## src/rtl/ctl_frame_parser.sv

```systemverilog
module ctl_frame_parser #(
  parameter int AW = 16,
  parameter int DW = 40
) (
  input  logic          clk,
  input  logic          rst_n,
  input  logic          cs_n,
  input  logic          rx_valid,
  input  logic [7:0]    rx_byte,
  output logic [7:0]    tx_byte,
  output logic [2:0]    area,
  output logic          wr_en,
  output logic [AW-1:0] wr_addr,
  output logic [DW-1:0] wr_data,
  output logic          rd_req,
  output logic [AW-1:0] rd_addr,
  input  logic          rd_ack,
  input  logic [DW-1:0] rd_data,
  output logic          cmd_err
);
  localparam int WB = DW / 8;

  typedef enum logic [2:0] {S_CMD, S_AHI, S_ALO, S_WR, S_RQ, S_RS, S_IGN, S_BAD} st_t;
  st_t st;

  logic [2:0]    nb, bc;
  logic          wdir;
  logic [AW-1:0] addr;
  logic [DW-1:0] acc;

  logic          d_ok, d_wr, d_adr;
  logic [2:0]    d_area, d_nb;
  logic [AW-1:0] d_idx;

  always_comb begin
    d_ok = 1'b1; d_wr = 1'b0; d_adr = 1'b0; d_area = 3'd0; d_nb = 3'd1; d_idx = '0;
    case (rx_byte)
      8'hB8: begin d_wr = 1'b1; d_adr = 1'b1; d_area = 3'd0; d_nb = 3'd5; end
      8'hB4: begin d_wr = 1'b1; d_adr = 1'b1; d_area = 3'd1; d_nb = 3'd3; end
      8'hB2: begin d_wr = 1'b1; d_adr = 1'b1; d_area = 3'd2; d_nb = 3'd3; end
      8'h38: begin d_adr = 1'b1; d_area = 3'd0; d_nb = 3'd5; end
      8'h34: begin d_adr = 1'b1; d_area = 3'd1; d_nb = 3'd3; end
      8'h32: begin d_adr = 1'b1; d_area = 3'd2; d_nb = 3'd3; end
      8'h76, 8'h78, 8'h7A, 8'h7C: begin
        d_area = 3'd5; d_nb = 3'd4;
        d_idx = AW'(rx_byte[3:1] - 3'd3);
      end
      default: begin
        if (rx_byte[3:0] <= 4'd8 && rx_byte[3:0] != 4'd7 &&
            (rx_byte[7:4] == 4'hC || rx_byte[7:4] == 4'h4)) begin
          d_wr = rx_byte[7]; d_area = 3'd3; d_idx = AW'(rx_byte[3:0]);
        end else if (rx_byte[7:1] == 7'b1101000 || rx_byte[7:1] == 7'b0101000) begin
          d_wr = rx_byte[7]; d_area = 3'd4; d_idx = AW'(rx_byte[0]);
        end else begin
          d_ok = 1'b0;
        end
      end
    endcase
  end

  wire ram = (area <= 3'd2);
  wire last = (bc == nb - 3'd1);

  assign rd_req  = (st == S_RQ) && !cs_n;
  assign rd_addr = addr;
  assign tx_byte = (st == S_RS) ? acc[DW-1 -: 8] : 8'h00;

  always_ff @(posedge clk or negedge rst_n) begin
    if (!rst_n) begin
      st <= S_CMD; nb <= 3'd1; bc <= 3'd0; wdir <= 1'b0; addr <= '0; acc <= '0;
      area <= 3'd0; wr_en <= 1'b0; wr_addr <= '0; wr_data <= '0; cmd_err <= 1'b0;
    end else begin
      wr_en <= 1'b0;
      if (cs_n) begin
        st <= S_CMD;
        bc <= 3'd0;
      end else begin
        case (st)
          S_CMD: if (rx_valid) begin
            area <= d_area; nb <= d_nb; wdir <= d_wr; addr <= d_idx;
            bc <= 3'd0; acc <= '0;
            if (!d_ok) begin
              cmd_err <= 1'b1;
              st <= S_BAD;
            end else if (d_adr) st <= S_AHI;
            else st <= d_wr ? S_WR : S_RQ;
          end
          S_AHI: if (rx_valid) begin
            addr[AW-1 -: 8] <= rx_byte;
            st <= S_ALO;
          end
          S_ALO: if (rx_valid) begin
            addr[7:0] <= rx_byte;
            st <= wdir ? S_WR : S_RQ;
          end
          S_WR: if (rx_valid) begin
            if (last) begin
              bc <= 3'd0;
              acc <= '0;
              wr_en <= 1'b1;
              wr_addr <= addr;
              wr_data <= {acc[DW-9:0], rx_byte};
              if (ram) addr <= addr + 1'b1;
              else st <= S_IGN;
            end else begin
              bc <= bc + 3'd1;
              acc <= {acc[DW-9:0], rx_byte};
            end
          end
          S_RQ: if (rd_ack) begin
            acc <= rd_data << (6'(WB) - 6'(nb)) * 6'd8;
            bc <= 3'd0;
            st <= S_RS;
          end
          S_RS: if (rx_valid) begin
            acc <= acc << 8;
            if (last) begin
              bc <= 3'd0;
              if (ram) begin
                addr <= addr + 1'b1;
                st <= S_RQ;
              end else st <= S_IGN;
            end else bc <= bc + 3'd1;
          end
          default: ;
        endcase
      end
    end
  end

  p_wr_single_r2: assert property (@(posedge clk) disable iff (!rst_n)
    wr_en |=> !wr_en);
  p_rd_hold_r7: assert property (@(posedge clk) disable iff (!rst_n)
    (rd_req && !rd_ack) |=> (cs_n || (rd_req && $stable(rd_addr) && $stable(area))));
  p_mon_index_r8: assert property (@(posedge clk) disable iff (!rst_n)
    (rd_req && area == 3'd5) |-> (rd_addr < 4));
  p_err_sticky_r10: assert property (@(posedge clk) disable iff (!rst_n)
    cmd_err |=> cmd_err);
  p_frame_end_r11: assert property (@(posedge clk) disable iff (!rst_n)
    cs_n |=> (!wr_en && !rd_req));
endmodule

```

## config.mk

```make
export PLATFORM = sky130hd
export DESIGN_NAME = ctl_frame_parser
export DESIGN_NICKNAME = d
export VERILOG_FILES = /design/src/rtl/ctl_frame_parser.sv
export SDC_FILE = /design/constraint.sdc
export NUM_CORES = 1
export LEC_CHECK = 0
export ABC_AREA = 1
export CORE_MARGIN = 2
export CORE_UTILIZATION = 35
export CTS_CLUSTER_DIAMETER = 120
export DETAILED_ROUTE_END_ITERATION = 7
export DONT_BUFFER_PORTS = 1
export SETUP_SLACK_MARGIN = 0.05
export SYNTH_ARGS = -nofsm -noshare
export SYNTH_HDL_FRONTEND = slang
export SYNTH_SLANG_ARGS = --single-unit
```

## constraint.sdc

```tcl
create_clock -name clk -period 2.6 [get_ports clk]
set_input_delay 0.39 -clock clk [delete_from_list [all_inputs] [get_ports clk]]
set_output_delay 0.39 -clock clk [all_outputs]
set_load 0.005 [all_outputs]
```

# Yosys cells after proc, flatten, opt, wreduce, memory -nomap -nowiden
# Index checks and enable logic that the tools add are counted.
# word_totals
regBits,127
input_bits,53
word_cells,146
out_inout_bits,86
# classes
order_cmp,2
shift,1
bitwise,2
muxes,54
n_reduce_logical,30
addsub,5
eq_ne,40
# op_table
op,count
$mux W40,5
$pmux W40 S4,1
$mux W16,4
$mux W3,21
$pmux W8 S3,2
$shl A40 B6 Y40,1
$eq A8 B7 Y1 const B,4
$pmux W16 S2,1
$ne A3 B3 Y1 const B,9
$eq A8 B6 Y1 const B,3
$eq A8 B8 Y1 const B,3
$pmux W3 S3,2
$pmux W3 S6,1
$add A16 B1 Y16 const B,1
$mux W8,2
$reduce_and A7 Y1,2
$ne A2 B2 Y1 const B,6
$pmux W3 S4,1
$reduce_and A4 Y1,3
$mux W1,11
$reduce_and A10 Y1,1
$reduce_or A10 Y1,1
$reduce_bool A4 Y1,2
$reduce_or A2 Y1,4
other kinds (33),43

# Depth between registers and ports, before layout
# Gate-level depths: netlist (run 1).
# depth
word_depth,11
ltp_mapped,16
ltp_nobuf,14

# Worst setup path after synthesis (run 1)
# No wires, ideal clock.
# synth_path
path_kind,register -> register
start,register nb[0]
end,register wr_data[29]
required_time_ns,2.484
setup_ns,0.116
n_path_buf,3
stages_incl_launch_ff,13
arrival_time_ns,2.219
path_slack_ns,0.265
synth_period_minus_slack_ns,2.335
cell_sequence,dfstp_2 clkinv_1 clkbuf_1 ha_1 xnor2_1 nor2_1 nand2_2 inv_1 nand3_2 buf_2 buf_2 nand2_1 nand2_1
# synth_between
elab_chain_len,3
# synth_rtl
item,line,source
from (decl),26,"logic [2:0] nb, bc;"
from (signal assigned),80,area <= d_area; nb <= d_nb; wdir <= d_wr; addr <= d_idx;
$sub A3 B1 Y3,62,wire last = (bc == nb - 3'd1);
$eq A3 B3 Y1,62,
$reduce_and A4 Y1 (no source line),--,
to (signal assigned),102,"wr_data <= {acc[DW-9:0], rx_byte};"
to (decl),14,"output logic [DW-1:0] wr_data,"
# Every way passes these cells.
# A chain may end at the register's enable or synchronous reset.

# Worst setup path after layout (run 1)
# layout_path
start,register nb[0]
end,register acc[28]
# layout_between
elab_chain_len,5
word_cells_on_any_way,8
cone_classes,add/sub: 2; eq/ne: 1; shift: 1; mux: 4
# layout_rtl
item,line,source
"parallel branches: the longest is 4 deep, another holds $sub A3 B3 Y3",--,
$pmux W40 S4 *,78,case (st)
to (signal assigned),107,"acc <= {acc[DW-9:0], rx_byte};"
to (signal assigned),111,acc <= rd_data << (6'(WB) - 6'(nb)) * 6'd8;
to (signal assigned),116,acc <= acc << 8;
to (decl),29,logic [DW-1:0] acc;
# Mark *: on every way between the ends. The select of a mux whose other input is x is not followed.

==> results of run 1 <==
[power groups by stage]
| stage | sequential [W] | clock, W | combinational, W |
|---|---|---|---|
| 3_3_place_gp | 0.00273 | 0 | 0.00202 |
| 3_5_place_dp | 0.00272 | 0 | 0.00204 |
| 5_1_grt | 0.00274 | 0.00267 | 0.00232 |
| 4_1_cts | 0.00269 | 0.00258 | 0.00205 |
| 6_report | 0.00269 | 0.00255 | 0.00205 |
| 2_1_floorplan | 0.00259 | 0 | 0.00166 |
[routing by layer]
| metal | vias up | global-route usage (%) | part of all wire [%] |
|---|---|---|---|
| li1 | 3252 | - | - |
| met5 | - | 0 | 0 |
| met4 | 0 | 6.92 | 2.0 |
| met2 | 231 | 32.0 | 45 |
| met3 | 32 | 6.45 | 8.0 |
| met1 | 3119 | 27.3 | 45 |
[registers in the layout (all words and copies together), names as in the netlist, 3 cells and up]
signal   cells
acc         40
area         3
bc           3
nb           3
rd_addr     16
st           3
wr_addr     16
wr_data     40
[placed cells by master (no fill, tap or decap), types with 6 or more instances in the layout]
| cell | instances |
|---|---|
| nand3_1 | 37 |
| nor2_1 | 51 |
| inv_1 | 83 |
| nand4_1 | 8 |
| a22oi_1 | 12 |
| a21oi_1 | 19 |
| o21ai_0 | 93 |
| or2_2 | 6 |
| clkbuf_16 | 17 |
| inv_2 | 7 |
| nor3_1 | 7 |
| nand2_2 | 6 |
| dfrtp_1 | 126 |
| buf_4 | 14 |
| o22ai_1 | 12 |
| nand2_1 | 477 |
[cells by family after synthesis]
family / share of synthesized area (%)
AO/OA/AOI/OAI: 11.3
XOR/XNOR: 0.486
adder cells (fa/ha/maj): 0.868
buffers and inverters: 8.05
flip-flops: 44.1
AND/OR/NAND/NOR: 35.2
[area by class of cell]
type | count | area (um2) | area share, %
multi-input combinational | 770 | 3450 | 42.6
sequential | 127 | 3180 | 39.3
clock buffer | 19 | 443 | 5.48
inverter | 93 | 352 | 4.35
tap | 270 | 338 | 4.18
clock inverter | 13 | 178 | 2.20
timing repair buffer | 16 | 145 | 1.79
antenna | 2 | 5.00 | 0.0619
[final timing paths]
| check | startpoint | to | slack (ns) | cells past startpoint |
|---|---|---|---|---|
| hold reg to reg | acc[39] | acc[39] | 0.49 | 2 |
| max in group asynchronous | rst_n | nb[0] | 2.72 | 0 |
| setup reg to reg | nb[0] | acc[28] | 0.37 | 11 |
| hold / removal | rst_n | acc[11] | -0.34 | 0 |
| setup / recovery | nb[0] | acc[28] | 0.37 | 11 |
| min in group clk | rx_byte[7] | wdir | 0.12 | 2 |
[worst max-delay path, delay by kind of cell (launching register included)]
kind	cells	cell delay (ns)
DFF	1	0.53
and+or+nand+nor	8	0.71
xor gates and xnor gates	1	0.17
buffers and inverters	2	0.74
[synth_stat cells (3+ instances only)]
| master | number | area share (%) |
|---|---|---|
| o21ai_1 | 4 | 0.28 |
| buf_2 | 12 | 0.83 |
| or2_2 | 6 | 0.52 |
| a22oi_1 | 12 | 1.2 |
| o21ai_0 | 93 | 6.5 |
| nor3_1 | 7 | 0.49 |
| nor2_2 | 4 | 0.35 |
| ha_1 | 5 | 0.87 |
| o22ai_1 | 12 | 1.0 |
| inv_1 | 83 | 4.3 |
| inv_2 | 7 | 0.36 |
| buf_6 | 6 | 0.94 |
| dfrtp_1 | 126 | 44 |
| nand4_1 | 8 | 0.69 |
| nand3_1 | 37 | 2.6 |
| o211ai_1 | 5 | 0.52 |
| clkbuf_1 | 15 | 0.78 |
| nand2_4 | 3 | 0.47 |
| nor2_1 | 51 | 2.7 |
| nand3_2 | 3 | 0.42 |
| buf_4 | 6 | 0.62 |
| nand2_2 | 6 | 0.52 |
| a21oi_1 | 19 | 1.3 |
| nand2_1 | 477 | 25 |
[per-stage QoR]
step           setup WS [ns]  util (%)  cells  cell area, um2
3_3_place_gp           0.422      36.9   1276            7460
2_1_floorplan          0.265         -   1029            7210
3_5_place_dp           0.392      36.9   1276            7460
5_1_grt                0.142      39.9   1308            8080
6_report               0.369      40.0   1310            8090
4_1_cts                0.375      39.9   1308            8080
==> impl_results.md, run 1 <==
- Synth warn: 0
- Normalized max-slew margin: 50.5%
- Slowest-stage cell, CP: dfstp_2
- Combinational share of power: 28.2%
- Setup violators final: 0
- Leakage dissipation: 4.29 nW
- Worst path max stage delay: 0.53 ns
- First-pass detailed-route iteration total: 5
- Syn_nets: 1,087
- Vias in the first global route: 6,333
- Yosys cell types: 39
- GR Overflow Total: 0
- NetSw: 0.00284 W
- First-pass GRT wire length: 34,800 um
- Design Power: 0.00729 W
- Initial antenna violation count: 1
- Iteration-0 DRC Markers: 356
- CP endpoint kind: register
- I/O pins: 139
- Routability Congestion: 0.918
- Reg clk slew, reported paths: 0.06 ns
- Failing checks: hold timing
- GRT Util Overall: 20.6%
- Startpoint Class: register
- Clk_lat worst skew: 0.43 ns
- Most used DFF post-synth: dfrtp_1
- Clk buf depth: 2
- Actual slew at the worst max-slew pin: 0.742 ns
- CTS resizes: 0
- Hold WS: -0.336 ns
- Share of cells above drive strength 1: 8.19%
- Fillers: 2,177
- Tmin final: 2.23 ns
- Power per cell area: 901 nW/um2
- Sequential power share: 36.9%
- Sum Neg Setup Slack: 0 ns
- Vias per cell: 5.06
- Part of the cycle the worst path needs: 85.8%
- Most common cell on crit path: nand2_1
- Core Rows: 52
- Total CTS buffers: 17
- Post-CTS setup buffers: 0
- Die area: 21,800 um2
- Post-DP HPWL: 16,000 um
- Syn Std Cell Area: 7210 um2
- Post-synthesis sequential area ratio: 44.1%
- Core area: 20,200 um2
- Clock network fraction of total power: 35.0%
- Slew Limit Fails: 0
- RSZ-0062 raised after global routing: no
- Internal power: 0.00445 W
- Post-synth EDFFs: 0
- Starting Density: 35.6%
- Area added between synthesis and finish: 12.2%
- Hold Vio Cnt, Final: 127
- Clock Sinks: 127
- Sw Ratio: 39.0%
- Root Buffer: clkbuf_16
- Antenna-violating nets left: 0
- Cells after synthesis: 1,029
- Synthesis-stage register bit count: 127
- Critical-path cell list: buf_4, xnor2_1, nor2_1, nand2_2, nand2_2, nand2_1, buf_4, nand2_1, nand2_1, nand2_1, nand2_1
- FFs w/ async S/R, synth: 100%
- Via Count: 6,634
- Die W: 148 um
- PortBufs: 0
- Critical path peak fanout: 57
- Final wirelength: 22,000 um
- H-tree Lvls: 4
- Syn avg cell area: 7.01 um2
- CP Class: register to register
- Hold Path Class: input port to asynchronous set/reset pin
- Pin count of the biggest net entering global routing: 128
- Maxcap violations: 0
- VDD IR max: 0.000536 V
- CTS tree: yes
- WP data required: 2.96 ns
- Avg WL per Cell: 16.8 um
- Die height: 148 um
- Fin Clk Skew: 0.00929 ns
- Final nets: 1,083
- Outcome: complete, but fails checks
- Worst EP arrival: 2.59 ns
- Number of remaining DRC errors: 0
- Fmax: 0.448 GHz
No activity file was read; power rests on OpenSTA's default activity.
==> run 2, diff against run 1 <==
--- a/config.mk
+++ b/config.mk
@@ -6,11 +6,13 @@
 export NUM_CORES = 1
 export LEC_CHECK = 0
 export ABC_AREA = 1
+export CORE_ASPECT_RATIO = 1.25
 export CORE_MARGIN = 2
 export CORE_UTILIZATION = 35
 export CTS_CLUSTER_DIAMETER = 120
 export DETAILED_ROUTE_END_ITERATION = 7
 export DONT_BUFFER_PORTS = 1
+export PLACE_DENSITY_LB_ADDON = 0.25
 export SETUP_SLACK_MARGIN = 0.05
 export SYNTH_ARGS = -nofsm -noshare
 export SYNTH_HDL_FRONTEND = slang
==> impl_results.md, run 2 (same netlist as run 1, synthesis figures left out) <==
- Outcome: complete, but fails checks
- Failing checks: hold timing
- PortBufs: 0 (unchanged)
- First-pass detailed-route iteration total: 5 (unchanged)
- Top flop regs: acc (40), wr_data (40)
- Hold WS: -0.343 ns (-0.00716 ns)
- Vias in the first global route: 6,397 (+1.0%)
- Clk_lat worst skew: 0.43 ns (about the same)
- FF-to-FF path depth: 12 (+1)
- Actual slew at the worst max-slew pin: 0.630 ns (-0.112 ns)
- Total CTS buffers: 17 (unchanged)
- Die height: 164 um (+11%)
- Share of cells above drive strength 1: 8.01% (-0.18 points)
- Via Count: 6,596 (-0.57%)
- Leakage dissipation: 4.24 nW (-1.0%)
- R2R Setup Slk: 0.40 ns (+0.03 ns)
- Clk buf depth: 2 (unchanged)
- Setup Slack @ Placement: 0.222 ns (-0.170 ns)
- Final nets: 1,081 (-0.18%)
- Most frequent cells in the layout: nand2_1 (477), dfrtp_1 (126), o21ai_0 (93)
- Most common cell after layout, fill and taps aside: nand2_1
- Placed inst area: 7450 um2 (-0.20%)
- Initial antenna violation count: 0 (-1)
- Slew Limit Fails: 0 (unchanged)
- Post-route cell area: 8030 um2 (-0.77%)
- Critical-path cell list: clkinv_1, ha_1, xnor2_1, nor2_1, nand2_2, nand2_2, nand2_1, buf_4, nand2_1, nand2_1, nand2_1, nand2_1
- H-tree Lvls: 4 (unchanged)
- Die area: 21,800 um2 (about the same)
- Worst R2R Start: nb[0]
- Tmin final: 2.20 ns (-0.0296 ns)
- Setup crit start: nb[0]
- CP endpoint kind: register
- CP Class: register to register
- Maxcap violations: 0 (unchanged)
- Starting Density: 35.7% (+0.11 points)
- Area added between synthesis and finish: 11.3%
- Startpoint Class: register
- WP data required: 2.96 ns (about the same)
- Hold Path Class: input port to asynchronous set/reset pin
- Sum Neg Setup Slack: 0 ns (unchanged)
- Post-DP HPWL: 16,200 um (+1.3%)
- Antenna-violating nets left: 0 (unchanged)
- Critical path peak fanout: 31 (-46%)
- GR Overflow Total: 0 (unchanged)
- GRT Util Overall: 21.1% (+0.50 points)
- Avg WL per Cell: 17.2 um (+2.4%)
- Iteration-0 DRC Markers: 498 (+40%)
- Power per cell area: 890 nW/um2 (-1.2%)
- Pin count of the biggest net entering global routing: 128 (unchanged)
- Final WS setup: 0.399 ns (+0.0296 ns)
- CTS tree: yes
- Post-CTS setup buffers: 0 (unchanged)
- Reg clk slew, reported paths: 0.07 ns (about the same)
- Slowest-stage cell, CP: dfstp_2
- Root Buffer: clkbuf_16
- Clock Sinks: 127 (unchanged)
- Vias per cell: 5.05 (-0.27%)
- Final wirelength: 22,500 um (+2.0%)
- Normalized max-slew margin: 57.9% (+7.4 points)
- Hold Vio Cnt, Final: 127 (unchanged)
- I/O pins: 139 (unchanged)
- Die W: 132 um (-10%)
- First-pass GRT wire length: 35,200 um (+1.3%)
- Fillers: 2,233 (+2.6%)
- RSZ-0062 raised after global routing: no
- Fin Clk Skew: 0.0121 ns (+0.00280 ns)
- Antenna Cells: 0 (-2)
- Worst R2R End: acc[26]
- Setup violators final: 0 (unchanged)
- Worst EP arrival: 2.57 ns (-0.02 ns)
- Worst path max stage delay: 0.55 ns (+0.02 ns)
- VDD IR max: 0.000479 V (-11%)
- Core area: 20,200 um2 (-0.30%)
- Finished Core Util: 39.8% (-0.19 points)
- Core Rows: 58 (+12%)
- Fmax: 0.454 GHz (+1.3%)
- Routability Congestion: 0.874 (-4.8%)
- Part of the cycle the worst path needs: 84.7% (-1.1 points)
- Number of remaining DRC errors: 0 (unchanged)
- Most common cell on crit path: nand2_1
[run 2: cell types whose count changed in the layout (fill, tap and decap cells not counted), sizes merged]
cell	delta
bufinv	-2
clkinv	+1
diode	-2
inv	-2
buf	-2
clkinvlp	+3
[run 2: power breakdown]
group	leakage (nW)	switching (W)	total, W	internal, W
Combinational	2.23	0.00148	0.00208	0.000602
Clock	0.265	0.000991	0.00235	0.00136
Sequential	1.75	0.000411	0.00271	0.00230
Total	4.24	0.00288	0.00714	0.00426
[run 2: critical path, delay by kind of cell, from the launching register on]
family,cells,cell delay (ns)
XOR/XNOR,1,0.16
flip-flops,1,0.55
AND/OR/NAND/NOR,8,0.69
adder cells (fa/ha/maj),1,0.31
buffers and inverters,2,0.43
[run 2: timing repair]
| action | in CTS | in global routing |
|---|---|---|
| resized for setup | 0 | 1 |
| endpoints found under the hold margin | 127 | 127 |
| endpoints found under the setup margin | 0 | 5 |
[run 2: worst max-delay path by stage]
stage             endpoint  slack (ns)  cells past startpoint
5_1_grt        wr_addr[12]        0.22                      9
3_5_place_dp    wr_data[5]        0.22                      9
6_report           acc[26]        0.40                     12
3_3_place_gp   wr_addr[15]        0.28                      9
4_1_cts         wr_data[5]        0.21                      9
2_1_floorplan  wr_data[29]        0.26                     12
[run 2: area by class of cell]
type	instances	area [um2]	share of cell area, %
flip-flops and latches	127	3180	39.6
repair buffers	14	134	1.67
clock inverters	13	131	1.64
inverters	93	352	4.38
well taps	270	338	4.21
clock buffers	19	443	5.52
multi-input cells	770	3450	43.0
[run 2: metal layers]
layer	share of wire [%]	global-route usage [%]
met5	0	0
met4	2.2	7.72
met3	8.1	6.84
met1	40	24.1
met2	50	36.9
[run 2: through the flow]
step | cells | power (W)
after global placement | 1274 | 0.00482
after CTS | 1306 | 0.00722
after floorplan | 1029 | 0.00425
after global routing | 1306 | 0.00762
after detailed placement | 1274 | 0.00483
final | 1306 | 0.00714
==> run 3, diff against run 2 <==
==> constraint.sdc (replaced) <==
create_clock -name clk -period 1.9 [get_ports clk]
set_input_delay 0.285 -clock clk [delete_from_list [all_inputs] [get_ports clk]]
set_output_delay 0.285 -clock clk [all_outputs]
set_load 0.005 [all_outputs]
==> impl_results.md, run 3 (same netlist as run 1, synthesis figures left out) <==
- Die area: 21,800 um2 (unchanged)
- Most used routing layer: met2
- Number of remaining DRC errors: 0 (unchanged)
- WP data required: 2.21 ns (-0.75 ns)
- Core Rows: 58 (unchanged)
- Sum Neg Setup Slack: -0.173 ns (-0.173 ns)
- Critical path peak fanout: 6 (-81%)
- Startpoint Class: register
- Final WS setup: -0.0213 ns (-0.420 ns)
- Iteration-0 DRC Markers: 508 (+2.0%)
- Setup violators final: 23 (+23)
- Slew Limit Fails: 0 (unchanged)
- Most frequent cells in the layout: nand2_1 (461), dfrtp_1 (126), inv_1 (80)
- Clk_lat worst skew: 0.43 ns (about the same)
- Final wirelength: 25,400 um (+13%)
- Clock Sinks: 127 (unchanged)
- Via Count: 7,035 (+6.7%)
- Core area: 20,200 um2 (unchanged)
- H-tree Lvls: 4 (unchanged)
- Hold Path Class: input port to asynchronous set/reset pin
- Root Buffer: clkbuf_16
- I/O pins: 139 (unchanged)
- Clk buf depth: 2 (unchanged)
- Initial antenna violation count: 3 (+3)
- Area added between synthesis and finish: 24.3%
- Top flop regs: acc (40), wr_data (40)
- Share of cells above drive strength 1: 16.6% (+8.6 points)
- Fmax: 0.520 GHz (+15%)
- Fin Clk Skew: 0.0109 ns (-0.00115 ns)
- Final nets: 1,142 (+5.6%)
- Hold WS: -0.441 ns (-0.0980 ns)
- Power per cell area: 1230 nW/um2 (+38%)
- Leakage dissipation: 4.71 nW (+11%)
- First-pass detailed-route iteration total: 5 (unchanged)
- GRT Util Overall: 21.8% (+0.70 points)
- Fillers: 2,144 (-4.0%)
- Met3 usage: 6.81% (-0.031 points)
- Actual slew at the worst max-slew pin: 0.494 ns (-0.136 ns)
- Normalized max-slew margin: 66.7% (+8.9 points)
- GR Overflow Total: 0 (unchanged)
- Pin count of the biggest net entering global routing: 128 (unchanged)
- Failing checks: hold timing, setup timing
- Routability Congestion: 0.897 (+2.6%)
- Outcome: complete, but fails checks
- Maxcap violations: 0 (unchanged)
- FF-to-FF path depth: 12 (unchanged)
- RSZ-0062 raised after global routing: yes
- Reg clk slew, reported paths: 0.06 ns (about the same)
- Most common cell after layout, fill and taps aside: nand2_1
- Post-DP HPWL: 16,700 um (+3.3%)
- Post-route cell area: 8960 um2 (+12%)
- PortBufs: 0 (unchanged)
- First-pass GRT wire length: 36,600 um (+4.0%)
- Antenna-violating nets left: 0 (unchanged)
- Tmin final: 1.92 ns (-0.280 ns)
- CP Class: register to register
- Hold Vio Cnt, Final: 127 (unchanged)
- Placed inst area: 7870 um2 (+5.6%)
- VDD IR max: 0.000664 V (+39%)
- Met1 Track Usage GR: 24.9% (+0.82 points)
- Die W: 132 um (unchanged)
- Part of the cycle the worst path needs: 101% (+16 points)
- Avg WL per Cell: 18.5 um (+7.6%)
- Worst EP arrival: 2.24 ns (-0.33 ns)
- Vias in the first global route: 6,840 (+6.9%)
- CTS tree: yes
- Vias per cell: 5.14 (+1.8%)
- Total CTS buffers: 17 (unchanged)
- Die height: 164 um (unchanged)
- Starting Density: 35.7% (unchanged)
- Met2 Track Usage GR: 38.2% (+1.4 points)
- CP endpoint kind: register
-- run 3: changes by cell type in the layout (fill, tap and decap cells not counted), moves of 4 or more --
cell and delta:
buf_12 +5, buf_4 +39, buf_6 +8, clkbuf_16 +6, nand2_1 -16, nand2_2 +11
nand2_4 +4, nor2_1 -5, o21ai_0 -23, o21ai_1 +14, o21ai_2 +9
-- run 3: final timing paths --
check / from / end / slack (ns)
max reg2reg: nb[0] / wr_data[24] / -0.02
min reg2reg: acc[39] / acc[39] / 0.48
max: nb[0] / wr_data[24] / -0.02
min in group clk: cs_n / bc[1] / 0.03
min: rst_n / wr_data[12] / -0.44
max in group asynchronous: rst_n / nb[0] / 2.13
-- run 3: cell type report --
| cell class | count | area (um2) | share of cell area [%] |
|---|---|---|---|
| clock inverter | 12 | 160 | 1.79 |
| multi-input combinational | 771 | 3640 | 40.7 |
| timing repair buffer | 74 | 810 | 9.04 |
| antenna | 2 | 5.00 | 0.0559 |
| tap | 270 | 338 | 3.77 |
| inverter | 93 | 369 | 4.12 |
| clock buffer | 19 | 453 | 5.06 |
| sequential | 127 | 3180 | 35.5 |
-- run 3: power breakdown --
group          switching, W  internal, W
Clock               0.00132      0.00214
Combinational       0.00250      0.00143
Sequential         0.000488      0.00315
-- run 3: timing repair --
item	CTS	global route
pin swaps	2	9
cloned	1	10
endpoints found under the setup margin	95	121
endpoints found under the hold margin	127	127
gates resized for setup	7	68
setup buffers	2	6
-- run 3: metal layers --
metal	vias to the layer above	wire, um
met5	-	16
met4	2	556
met3	52	2020
met2	263	13000
met1	3343	9800
li1	3375	-
-- run 3: metrics by stage --
stage,setup slack [ns],power (W),cells,util [%]
after global placement,-0.0166,0.00712,1316,39.0
after CTS,-0.0232,0.0107,1350,42.3
final,-0.0213,0.0110,1368,44.4
after global routing,-0.112,0.0117,1368,44.4
after floorplan,-0.0959,0.00595,1029,-
after detailed placement,-0.0380,0.00714,1316,39.0
-- run 3: critical path: stages (launching register included) --
cell	delay, ns
dfstp_2	0.55
clkinv_4	0.06
ha_4	0.26
xnor2_2	0.10
nor2_2	0.06
nand2_4	0.12
inv_2	0.05
nand3_4	0.08
buf_4	0.16
clkinv_8	0.08
clkbuf_16	0.16
nand2_1	0.07
nand2_1	0.05
